File: config.mk
export PLATFORM = sky130hd
export DESIGN_NAME = irq_route_ctrl
export DESIGN_NICKNAME = d
export VERILOG_FILES = /design/src/rtl/irq_route_pkg.sv /design/src/rtl/irq_sync.sv /design/src/rtl/irq_regs.sv /design/src/rtl/irq_route.sv /design/src/rtl/irq_route_ctrl.sv
export SDC_FILE = /design/constraint.sdc
export NUM_CORES = 1
export LEC_CHECK = 0
export BUFFER_PORTS_ARGS = -buffer_cell sky130_fd_sc_hd__buf_2
export CAP_MARGIN = 20
export CELL_PAD_IN_SITES_DETAIL_PLACEMENT = 1
export CELL_PAD_IN_SITES_GLOBAL_PLACEMENT = 1
export CORE_UTILIZATION = 40
export CTS_CLUSTER_DIAMETER = 100
export DETAILED_ROUTE_END_ITERATION = 10
export PLACE_DENSITY = 0.69
export SYNTH_ARGS = -nofsm -noshare
export SYNTH_HDL_FRONTEND = slang
export SYNTH_SLANG_ARGS = --single-unit
File: constraint.sdc
create_clock -name clk -period 1.75 [get_ports clk]
set_input_delay 0.175 -clock clk [delete_from_list [all_inputs] [get_ports clk]]
set_output_delay 0.175 -clock clk [all_outputs]
set_load 0.02 [all_outputs]
File: src/rtl/irq_route_pkg.sv
package irq_route_pkg;
  localparam int BUS_W     = 32;
  localparam int ADDR_W    = 7;
  localparam int MAP_SLOTS = 32;

  typedef enum logic [1:0] {
    ACC_BYTE = 2'd0,
    ACC_HALF = 2'd1,
    ACC_WORD = 2'd2,
    ACC_RSVD = 2'd3
  } acc_size_e;

  localparam logic [ADDR_W-1:0] A_STATUS  = 7'h20;
  localparam logic [ADDR_W-1:0] A_EN_VIEW = 7'h24;
  localparam logic [ADDR_W-1:0] A_EN_SET  = 7'h28;
  localparam logic [ADDR_W-1:0] A_EN_CLR  = 7'h2C;
endpackage

File: src/rtl/irq_sync.sv
module irq_sync #(
  parameter int W = 32
) (
  input  logic         clk,
  input  logic         rst_n,
  input  logic [W-1:0] d,
  output logic [W-1:0] q
);
  logic [W-1:0] meta_q;
  logic [W-1:0] hold_q;

  always_ff @(posedge clk or negedge rst_n) begin
    if (!rst_n) begin
      meta_q <= '0;
      hold_q <= '0;
    end else begin
      meta_q <= d;
      hold_q <= meta_q;
    end
  end

  assign q = hold_q;
endmodule

File: src/rtl/irq_regs.sv
module irq_regs #(
  parameter int NUM_SRC = 32,
  parameter int MAP_W   = 8,
  parameter int IDX_W   = 5
) (
  input  logic                     clk,
  input  logic                     rst_n,
  input  logic                     map_we,
  input  logic [IDX_W-1:0]         map_idx,
  input  logic [MAP_W-1:0]         map_wdata,
  input  logic                     en_set,
  input  logic                     en_clr,
  input  logic [NUM_SRC-1:0]       en_wdata,
  output logic [NUM_SRC*MAP_W-1:0] map_flat,
  output logic [NUM_SRC-1:0]       ien
);
  logic [NUM_SRC-1:0] ien_q;
  logic [NUM_SRC-1:0] ien_d;
  logic               ien_ce;

  always_comb begin
    ien_d = ien_q;
    if (en_set) ien_d = ien_d | en_wdata;
    if (en_clr) ien_d = ien_d & ~en_wdata;
  end

  assign ien_ce = en_set | en_clr;

  always_ff @(posedge clk or negedge rst_n) begin
    if (!rst_n)      ien_q <= '0;
    else if (ien_ce) ien_q <= ien_d;
  end

  assign ien = ien_q;

  for (genvar g = 0; g < NUM_SRC; g++) begin : g_entry
    logic [MAP_W-1:0] ent_q;
    logic             ent_ce;

    assign ent_ce = map_we && (map_idx == IDX_W'(g));

    always_ff @(posedge clk or negedge rst_n) begin
      if (!rst_n)      ent_q <= '0;
      else if (ent_ce) ent_q <= map_wdata;
    end

    assign map_flat[g*MAP_W +: MAP_W] = ent_q;
  end
endmodule

File: src/rtl/irq_route.sv
module irq_route #(
  parameter int NUM_SRC  = 32,
  parameter int NUM_CORE = 4,
  parameter int NUM_LINE = 4
) (
  input  logic [NUM_SRC-1:0]                      pend,
  input  logic [NUM_SRC*(NUM_CORE+NUM_LINE)-1:0]  map_flat,
  output logic [NUM_CORE*NUM_SRC-1:0]             core_pend,
  output logic [NUM_CORE*NUM_LINE-1:0]            route
);
  localparam int MAP_W = NUM_CORE + NUM_LINE;

  logic [NUM_CORE-1:0] core_any;
  logic [NUM_LINE-1:0] line_any;

  for (genvar c = 0; c < NUM_CORE; c++) begin : g_core
    for (genvar s = 0; s < NUM_SRC; s++) begin : g_src
      assign core_pend[c*NUM_SRC+s] = pend[s] & map_flat[s*MAP_W+c];
    end
    assign core_any[c] = |core_pend[c*NUM_SRC +: NUM_SRC];
  end

  for (genvar l = 0; l < NUM_LINE; l++) begin : g_line
    logic [NUM_SRC-1:0] line_pend;
    for (genvar s = 0; s < NUM_SRC; s++) begin : g_src
      assign line_pend[s] = pend[s] & map_flat[s*MAP_W+NUM_CORE+l];
    end
    assign line_any[l] = |line_pend;
  end

  for (genvar c = 0; c < NUM_CORE; c++) begin : g_out_c
    for (genvar l = 0; l < NUM_LINE; l++) begin : g_out_l
      assign route[c*NUM_LINE+l] = core_any[c] & line_any[l];
    end
  end
endmodule

File: src/rtl/irq_route_ctrl.sv
module irq_route_ctrl
  import irq_route_pkg::*;
#(
  parameter int NUM_SRC  = 32,
  parameter int NUM_CORE = 4,
  parameter int NUM_LINE = 4
) (
  input  logic                         clk,
  input  logic                         rst_n,
  input  logic [NUM_SRC-1:0]           irq_in,
  input  logic                         req_valid,
  input  logic                         req_write,
  input  logic [1:0]                   req_size,
  input  logic [ADDR_W-1:0]            req_addr,
  input  logic [BUS_W-1:0]             req_wdata,
  output logic [BUS_W-1:0]             rsp_data,
  output logic [NUM_CORE*NUM_LINE-1:0] irq_out
);
  localparam int MAP_W   = NUM_CORE + NUM_LINE;
  localparam int IDX_W   = $clog2(MAP_SLOTS);
  localparam int NUM_OUT = NUM_CORE * NUM_LINE;

  acc_size_e               acc_sz;
  logic                    is_byte;
  logic                    is_word;
  logic [IDX_W-1:0]        map_idx;
  logic [1:0]              core_sel;
  logic                    in_map;
  logic                    in_core;
  logic                    do_wr;
  logic                    do_rd;
  logic                    map_we;
  logic                    en_set;
  logic                    en_clr;

  logic [NUM_SRC-1:0]       sync_w;
  logic [NUM_SRC-1:0]       ien_q;
  logic [NUM_SRC-1:0]       status_w;
  logic [NUM_SRC*MAP_W-1:0] map_flat;
  logic [NUM_CORE*NUM_SRC-1:0] core_pend;
  logic [NUM_OUT-1:0]       route_w;

  logic [BUS_W-1:0]         rd_val;
  logic [BUS_W-1:0]         rsp_d;
  logic [BUS_W-1:0]         rsp_q;
  logic [NUM_OUT-1:0]       irq_q;
  logic                     irq_ce;

  // request decode
  assign acc_sz   = acc_size_e'(req_size);
  assign is_byte  = (acc_sz == ACC_BYTE);
  assign is_word  = (acc_sz == ACC_WORD) && (req_addr[1:0] == 2'b00);
  assign map_idx  = req_addr[IDX_W-1:0];
  assign core_sel = req_addr[4:3];
  assign in_map   = is_byte && (req_addr[ADDR_W-1:IDX_W] == '0)
                    && (32'(map_idx) < 32'(NUM_SRC));
  assign in_core  = is_word && (req_addr[6:5] == 2'b10)
                    && (32'(core_sel) < 32'(NUM_CORE));
  assign do_wr    = req_valid && req_write;
  assign do_rd    = req_valid && !req_write;
  assign map_we   = do_wr && in_map;
  assign en_set   = do_wr && is_word && (req_addr == A_EN_SET);
  assign en_clr   = do_wr && is_word && (req_addr == A_EN_CLR);

  irq_sync #(.W(NUM_SRC)) u_sync (
    .clk   (clk),
    .rst_n (rst_n),
    .d     (irq_in),
    .q     (sync_w)
  );

  irq_regs #(.NUM_SRC(NUM_SRC), .MAP_W(MAP_W), .IDX_W(IDX_W)) u_regs (
    .clk       (clk),
    .rst_n     (rst_n),
    .map_we    (map_we),
    .map_idx   (map_idx),
    .map_wdata (req_wdata[MAP_W-1:0]),
    .en_set    (en_set),
    .en_clr    (en_clr),
    .en_wdata  (req_wdata[NUM_SRC-1:0]),
    .map_flat  (map_flat),
    .ien       (ien_q)
  );

  assign status_w = sync_w & ien_q;

  irq_route #(.NUM_SRC(NUM_SRC), .NUM_CORE(NUM_CORE), .NUM_LINE(NUM_LINE)) u_route (
    .pend      (status_w),
    .map_flat  (map_flat),
    .core_pend (core_pend),
    .route     (route_w)
  );

  // read selection
  always_comb begin
    rd_val = '0;
    if (in_map) begin
      rd_val[MAP_W-1:0] = map_flat[map_idx*MAP_W +: MAP_W];
    end else if (in_core) begin
      rd_val[NUM_SRC-1:0] = core_pend[core_sel*NUM_SRC +: NUM_SRC];
    end else if (is_word) begin
      case (req_addr)
        A_STATUS:  rd_val[NUM_SRC-1:0] = status_w;
        A_EN_VIEW: rd_val[NUM_SRC-1:0] = ien_q;
        default:   rd_val = '0;
      endcase
    end
  end

  assign rsp_d  = do_rd ? rd_val : '0;
  assign irq_ce = (route_w != irq_q);

  always_ff @(posedge clk or negedge rst_n) begin
    if (!rst_n) rsp_q <= '0;
    else        rsp_q <= rsp_d;
  end

  always_ff @(posedge clk or negedge rst_n) begin
    if (!rst_n)      irq_q <= '0;
    else if (irq_ce) irq_q <= route_w;
  end

  assign rsp_data = rsp_q;
  assign irq_out  = irq_q;
endmodule

Yosys cells after proc, flatten, opt, wreduce, memory -nomap -nowiden. Index checks and enable logic that the tools add are counted.

Bits in registers: 400. Output and inout port bits: 48. Input port bits: 77. Logic and storage cells: 416.

Eq/ne operators: 38. Shifts and indexed selects: 2. Reduce and logical (&&, ||, !) cells: 54. Bitwise logic cells: 277. Muxes and demuxes: 8.

Operator list (number): 1-bit AND (272); 32-bit OR reduction (8); 256-bit by 9-bit indexed part select with 8-bit output (1); 32-bit 2-to-1 mux (5); 128-bit by 8-bit indexed part select with 32-bit output (1); 5-bit equality test, second input constant (16); 32-bit AND (2); 32-bit one-hot mux with 2 select lines (1); 1-bit logical AND (41); 5-bit by 4-bit equality test with 1-bit output, second input constant (8); 32-bit inverter (1); 32-bit OR (1); 7-bit by 6-bit equality test with 1-bit output, second input constant (4); 24-bit 2-to-1 mux (1); 5-bit by 3-bit equality test with 1-bit output, second input constant (4); 16-bit inequality test (1); 5-bit by 2-bit equality test with 1-bit output, second input constant (2); 8-bit 2-to-1 mux (1); 2-bit logical NOT (3); 5-bit by 1-bit equality test with 1-bit output, second input constant (1); 5-bit logical NOT (1); 2-bit equality test, second input constant (2); 1-bit logical NOT (1); 1-bit OR (1).

Logic depth before layout (Yosys ltp).
Word-level depth: 7. Gate-level depth with buffers: 10. Depth with buffers taken out: 5.

Hierarchy. A second synthesis with hierarchy kept.

Cells, all modules: 1487. Area total of the unflattened synthesis: 19650.1 µm².

Modules (own cells, without submodules): irq_regs (cells an instance 696, times used 1, sequential area each 7206.9 µm², area an instance 10865.4 µm²); irq_route_ctrl (cells an instance 459, times used 1, sequential area each 1201.2 µm², area an instance 5213.8 µm²); irq_route (cells an instance 268, times used 1, sequential area each 0.0 µm², area an instance 1969.4 µm²); irq_sync (cells an instance 64, times used 1, sequential area each 1601.5 µm², area an instance 1601.5 µm²).

Worst setup path after synthesis. OpenSTA, ideal clock, no wires.

Kind: input -> register. Start point: input port req_addr[0]. End point: register rsp_q[5] (netlist: rsp_data[5]). Setup time: 0.126 ns. Arrival time: 1.602 ns. Buffers on the path: 2. Data required time: 1.624 ns. Stages: 6. Slack: 0.022 ns. Cells stage by stage: buf_6 buf_2 mux4_2 mux2i_1 o21ai_0 o311a_1.

Word-level cells in the longest chain between the ends: 6. Elaborated cells on any way between the ends: 11. Those cells by class: eq/ne: 2; shift: 1; mux: 5; reduce/logical: 3.

Ends and longest elaborated chain: start, declared (RTL line irq_route_ctrl.sv:14) `input logic [ADDR_W-1:0] req_addr,`; branches (longest 4 deep; another with 256-bit by 9-bit indexed part select with 8-bit output); 8-bit 2-to-1 mux (*) (RTL line irq_route_ctrl.sv:97) `if (in_map) begin`; 32-bit 2-to-1 mux (*) (RTL line irq_route_ctrl.sv:110) `assign rsp_d = do_rd ? rd_val : '0;`; via rsp_d[5] (RTL line irq_route_ctrl.sv:44) `logic [BUS_W-1:0] rsp_d;`; end signal, assigned (RTL line irq_route_ctrl.sv:115) `else rsp_q <= rsp_d;`; end, declared (RTL line irq_route_ctrl.sv:45) `logic [BUS_W-1:0] rsp_q;`.

Mark *: on every way through the listed nets, which the timed path passes. A chain may end at the register's enable or synchronous reset.

Worst setup path in the final report.
Start point: register u_sync.hold_q[5] (netlist: u_sync.q[5]). End point: register irq_q[1] (netlist: irq_out[1]).

Word-level cells in the longest chain between the ends: 5. Elaborated cells on any way between the ends: 34. Those cells by class: eq/ne: 1; bitwise: 25; reduce/logical: 8.

Ends and longest elaborated chain: start, declared (RTL line irq_sync.sv:10) `logic [W-1:0] hold_q;`; start signal, assigned (RTL line irq_sync.sv:18) `hold_q <= meta_q;`; 32-bit AND (*) (RTL line irq_route_ctrl.sv:85) `assign status_w = sync_w & ien_q;`; 1-bit AND (on tied branches) (RTL line irq_route.sv:18, irq_route.sv:26); 32-bit OR reduction (on tied branches) (RTL line irq_route.sv:20, irq_route.sv:28); 1-bit AND (RTL line irq_route.sv:33) `assign route[c*NUM_LINE+l] = core_any[c] & line_any[l];`; 16-bit inequality test (RTL line irq_route_ctrl.sv:111) `assign irq_ce = (route_w != irq_q);`; end signal, assigned (RTL line irq_route_ctrl.sv:120) `else if (irq_ce) irq_q <= route_w;`; end, declared (RTL line irq_route_ctrl.sv:46) `logic [NUM_OUT-1:0] irq_q;`.

Every way passes the cells marked *; elsewhere a longest branch is shown, timed or not.

==> run_results.csv <==
group,metric,value,unit
setup_path,path_buf_inv,0,
grt,grt_pass1_vias,18500,
layout,syn_to_final_growth,34.7,%
power,sw_frac_of_total,0.251,
status,status,"finished with violations",
power,switching_power,5.53,mW
floorplan,initial_core_util,0.409,
sta,slew_violations,0,
sta,worst_pin_slew,0.506,ns
cts,htreeDepth,2,
layout,drive_gt1_frac,0.501,
setup_path,reg2reg_slack,-0.22,ns
setup_path,critPathLaunchType,"flop",
synth,syn-cell-area,0.0202,mm²
synth,postSynthCellCount,1664,
cts,clock_sinks,400,
sta,setup_viol,23,
synth,synth_top_cell_area_share,0.496,
synth,synthFlopType,"dfrtp_1",
sta,finalHoldViolCount,0,
synth,synth_compound_area_frac,0.0591,
setup_path,path_depth,5,
synth,ys_warn_count,0,
floorplan,coreArea,0.0494,mm²
synth,synth_area_per_cell,12.1,µm²
power,intPower,16.5,mW
floorplan,die-area,0.0513,mm²
route,avgRoutedWirePerCell,34.9,µm
layout,finalNetCount,2190,
setup_path,arrival,2.45,ns
place,post-dp-hpwl,73200,µm
synth,synthAdderAreaFrac,0,
power,max-vdd-ir-drop,0.653,mV
route,drt_iter0_markers,2263,
route,drt_wl_total,98300,µm
synth,async_flop_share,1.00,
setup_path,path_delay_family,"simple AND/OR/NAND/NOR gates",
synth,synth_top_family_by_area,"multiplexers",
route,drt_first_pass_iters,7,
power,powerDensity,812,mW/mm²
power,p_leak,13.4,nW
setup_path,r2r-start,"u_sync.q[5]",
setup_path,r2r_end,"irq_out[1]",
place,port_buffers,124,
synth,synthSimpleGateAreaFrac,0.155,
sta,min_period_over_period,1.13,
setup_path,crit_path_end,"irq_out[1]",
synth,synth_cell_type_count,51,
floorplan,die_h,227,µm
sta,period_needed,1.97,ns
grt,grt-ovfl-total,0,
layout,finalNonFillerCells,2817,
route,drtAntennaViolNets,0,
power,pwr-share-comb,0.089,
grt,grt_pass1_wl,139000,µm
setup_path,r2r_cells,5,
setup_path,critPathMaxStageDelay,0.51,ns
cts,clk_pin_slew,0.06,ns
cts,cts_buffers,46,
layout,final_common_cell,"dfrtp_1",
setup_path,crit_chain,"nand3_1 -> nand4_1 -> nor4_2 -> nand2_2 -> and2_1",
sta,skew,0.0384,ns
synth,seq_area_frac_synth,0.496,
setup_path,cp_max_fo,5,
route,via_per_inst,6.38,
sta,holdWs,0.0252,ns
synth,yosys_register_bits,400,
route,via_count,18000,
synth,yosys.area.top_type,"dfrtp_1",
cts,tritoncts,"yes",
status,violations,"setup timing",
layout,final_cell_mix,"dfrtp_1 (362), buf_4 (322), nand3_1 (247), mux2_2 (247), buf_2 (121)",
grt,grtUsageTotal,0.390,
cts,root_buffer,"clkbuf_16",
min_path,hp-class,"in -> reg",
cts,clk_path_buf_depth,3,
sta,slew_headroom,0.653,
synth,ys_top_cells_by_area,"dfrtp_1 (50%), mux2_2 (14%), mux4_2 (7.1%), nand3_1 (7.0%), mux2i_1 (2.9%)",
floorplan,ios,125,
place,dpl.cell_count,2647,
power,p_seq_frac,0.439,
synth,synthMuxAreaShare,0.255,
setup_path,crit_type,"reg -> reg",
synth,synthesis.nets,1741,
sta,post-route-worst-setup-slack,-0.224,ns
cts,clk_latency,0.61,ns
floorplan,num_rows,81,
setup_path,crit_start,"u_sync.q[5]",
place,gp_congestion,1.04,
route,drc,0,
setup_path,worst_setup_path_end_kind,"flop",
sta,max_freq,507,MHz
sta,rsz0062_at_grt,"yes",
grt,antenna_found_initial,9,
power,clockPowerShare,0.473,
grt,grt_max_degree,79,
synth,synthXorXnorAreaFrac,0,
floorplan,dieWidth,227,µm
setup_path,slowest_stage,"dfrtp_2",
setup_path,worstPathRequired,2.23,ns
job,cap_viol_max_count,0,
synth,synth_edf_count,0,
final cells by class:
cell class | count | area [µm²]
Clock buffer | 66 | 1360
Fill cell | 5027 | 22200
Inverter | 1 | 3.75
Sequential cell | 400 | 10100
Timing Repair Buffer | 555 | 4550
Tap cell | 664 | 831
Antenna cell | 4 | 10.0
Multi-Input combinational cell | 1109 | 10100
Clock inverter | 18 | 262
per-layer routing:
layer / vias up / wire [µm] / track usage
li1: 7175 / - / -
met1: 9452 / 39800 / 0.517
met2: 1022 / 43900 / 0.594
met3: 304 / 8360 / 0.0811
met4: 6 / 6180 / 0.218
met5: - / 29 / 0
through the flow:
step	power (mW)	TNS (ns)	util	area, µm²	setup WS (ns)
2_1_floorplan	10.4	0	-	20200	0.0223
3_3_place_gp	11.5	-78.09	0.488	24100	-0.692
3_5_place_dp	11.5	-86.08	0.488	24100	-0.752
4_1_cts	22.1	-1.54	0.548	27000	-0.150
5_1_grt	22.6	-3.27	0.550	27200	-0.250
6_report	22.1	-3.02	0.551	27200	-0.224
power by group through the flow:
stage	registers [mW]	clock network [mW]	logic, mW
floorplan	9.66	0	0.729
global placement	9.81	0	1.68
detailed placement	9.82	0	1.72
CTS	9.66	10.5	1.90
global route	9.68	10.9	2.03
finish	9.68	10.4	1.95
sequential cells by signal, indices dropped and copies added (netlist names), named ones only:
| name | flops |
|---|---|
| rsp_data | 32 |
| u_sync.q | 32 |
| u_regs.g_entry.ent_q | 256 |
| u_sync.meta_q | 32 |
| irq_out | 16 |
worst min-delay path by stage:
| stage | from | to | slack [ns] | depth (start not counted) |
|---|---|---|---|---|
| 2_1_floorplan | rst_n | asynchronous set/reset pin | -0.12 | 0 |
| 3_3_place_gp | rst_n | u_regs.g_entry[18].ent_q[5] | 0.08 | 1 |
| 3_5_place_dp | rst_n | u_regs.g_entry[18].ent_q[4] | 0.08 | 1 |
| 4_1_cts | req_wdata[4] | flop | 0.02 | 2 |
| 5_1_grt | req_wdata[4] | flop | 0.05 | 2 |
| 6_report | req_wdata[4] | flop | 0.03 | 2 |
kinds of logic (layout without fill, tap and decap cells):
kind of cell / after synthesis / count (layout)
AND/OR/NAND/NOR: 516 / 516
multiplexers: 400 / 400
flip-flops: 400 / 400
AO/OA/AOI/OAI: 193 / 193
buffers and inverters: 155 / 640
other: 0 / 4
worst reg2reg max path: stages, from the launching register on:
cell and delay (ns):
dfrtp_2 0.51, nand3_1 0.28, nand4_1 0.30, nor4_2 0.40
nand2_2 0.19, and2_1 0.20
synthesized netlist by cell type (5+ instances only):
cell and count:
buf_2 37, nand3_1 284, nand2_4 9, nor2_1 5, a311oi_1 5, mux4_2 64, and3_1 9, nand4_1 92
clkbuf_1 97, dfrtp_1 400, nor4_1 16, mux2_1 26, mux2_2 252, nand2_1 31, nand2_2 12, a41o_1 8
o21ai_0 12, nor2_8 16, a21oi_1 101, buf_4 12, and2_1 16, a21o_1 32, mux2i_1 58, a22oi_1 12
a31oi_1 5
timing repair:
action	in CTS	in global routing
hold buffers	57	0
endpoints found under the hold margin	377	0
setup endpoints to repair	24	30
pin swaps	56	22
buffers inserted	28	5
resized for setup	148	32
(Power assumes the default switching activity.)
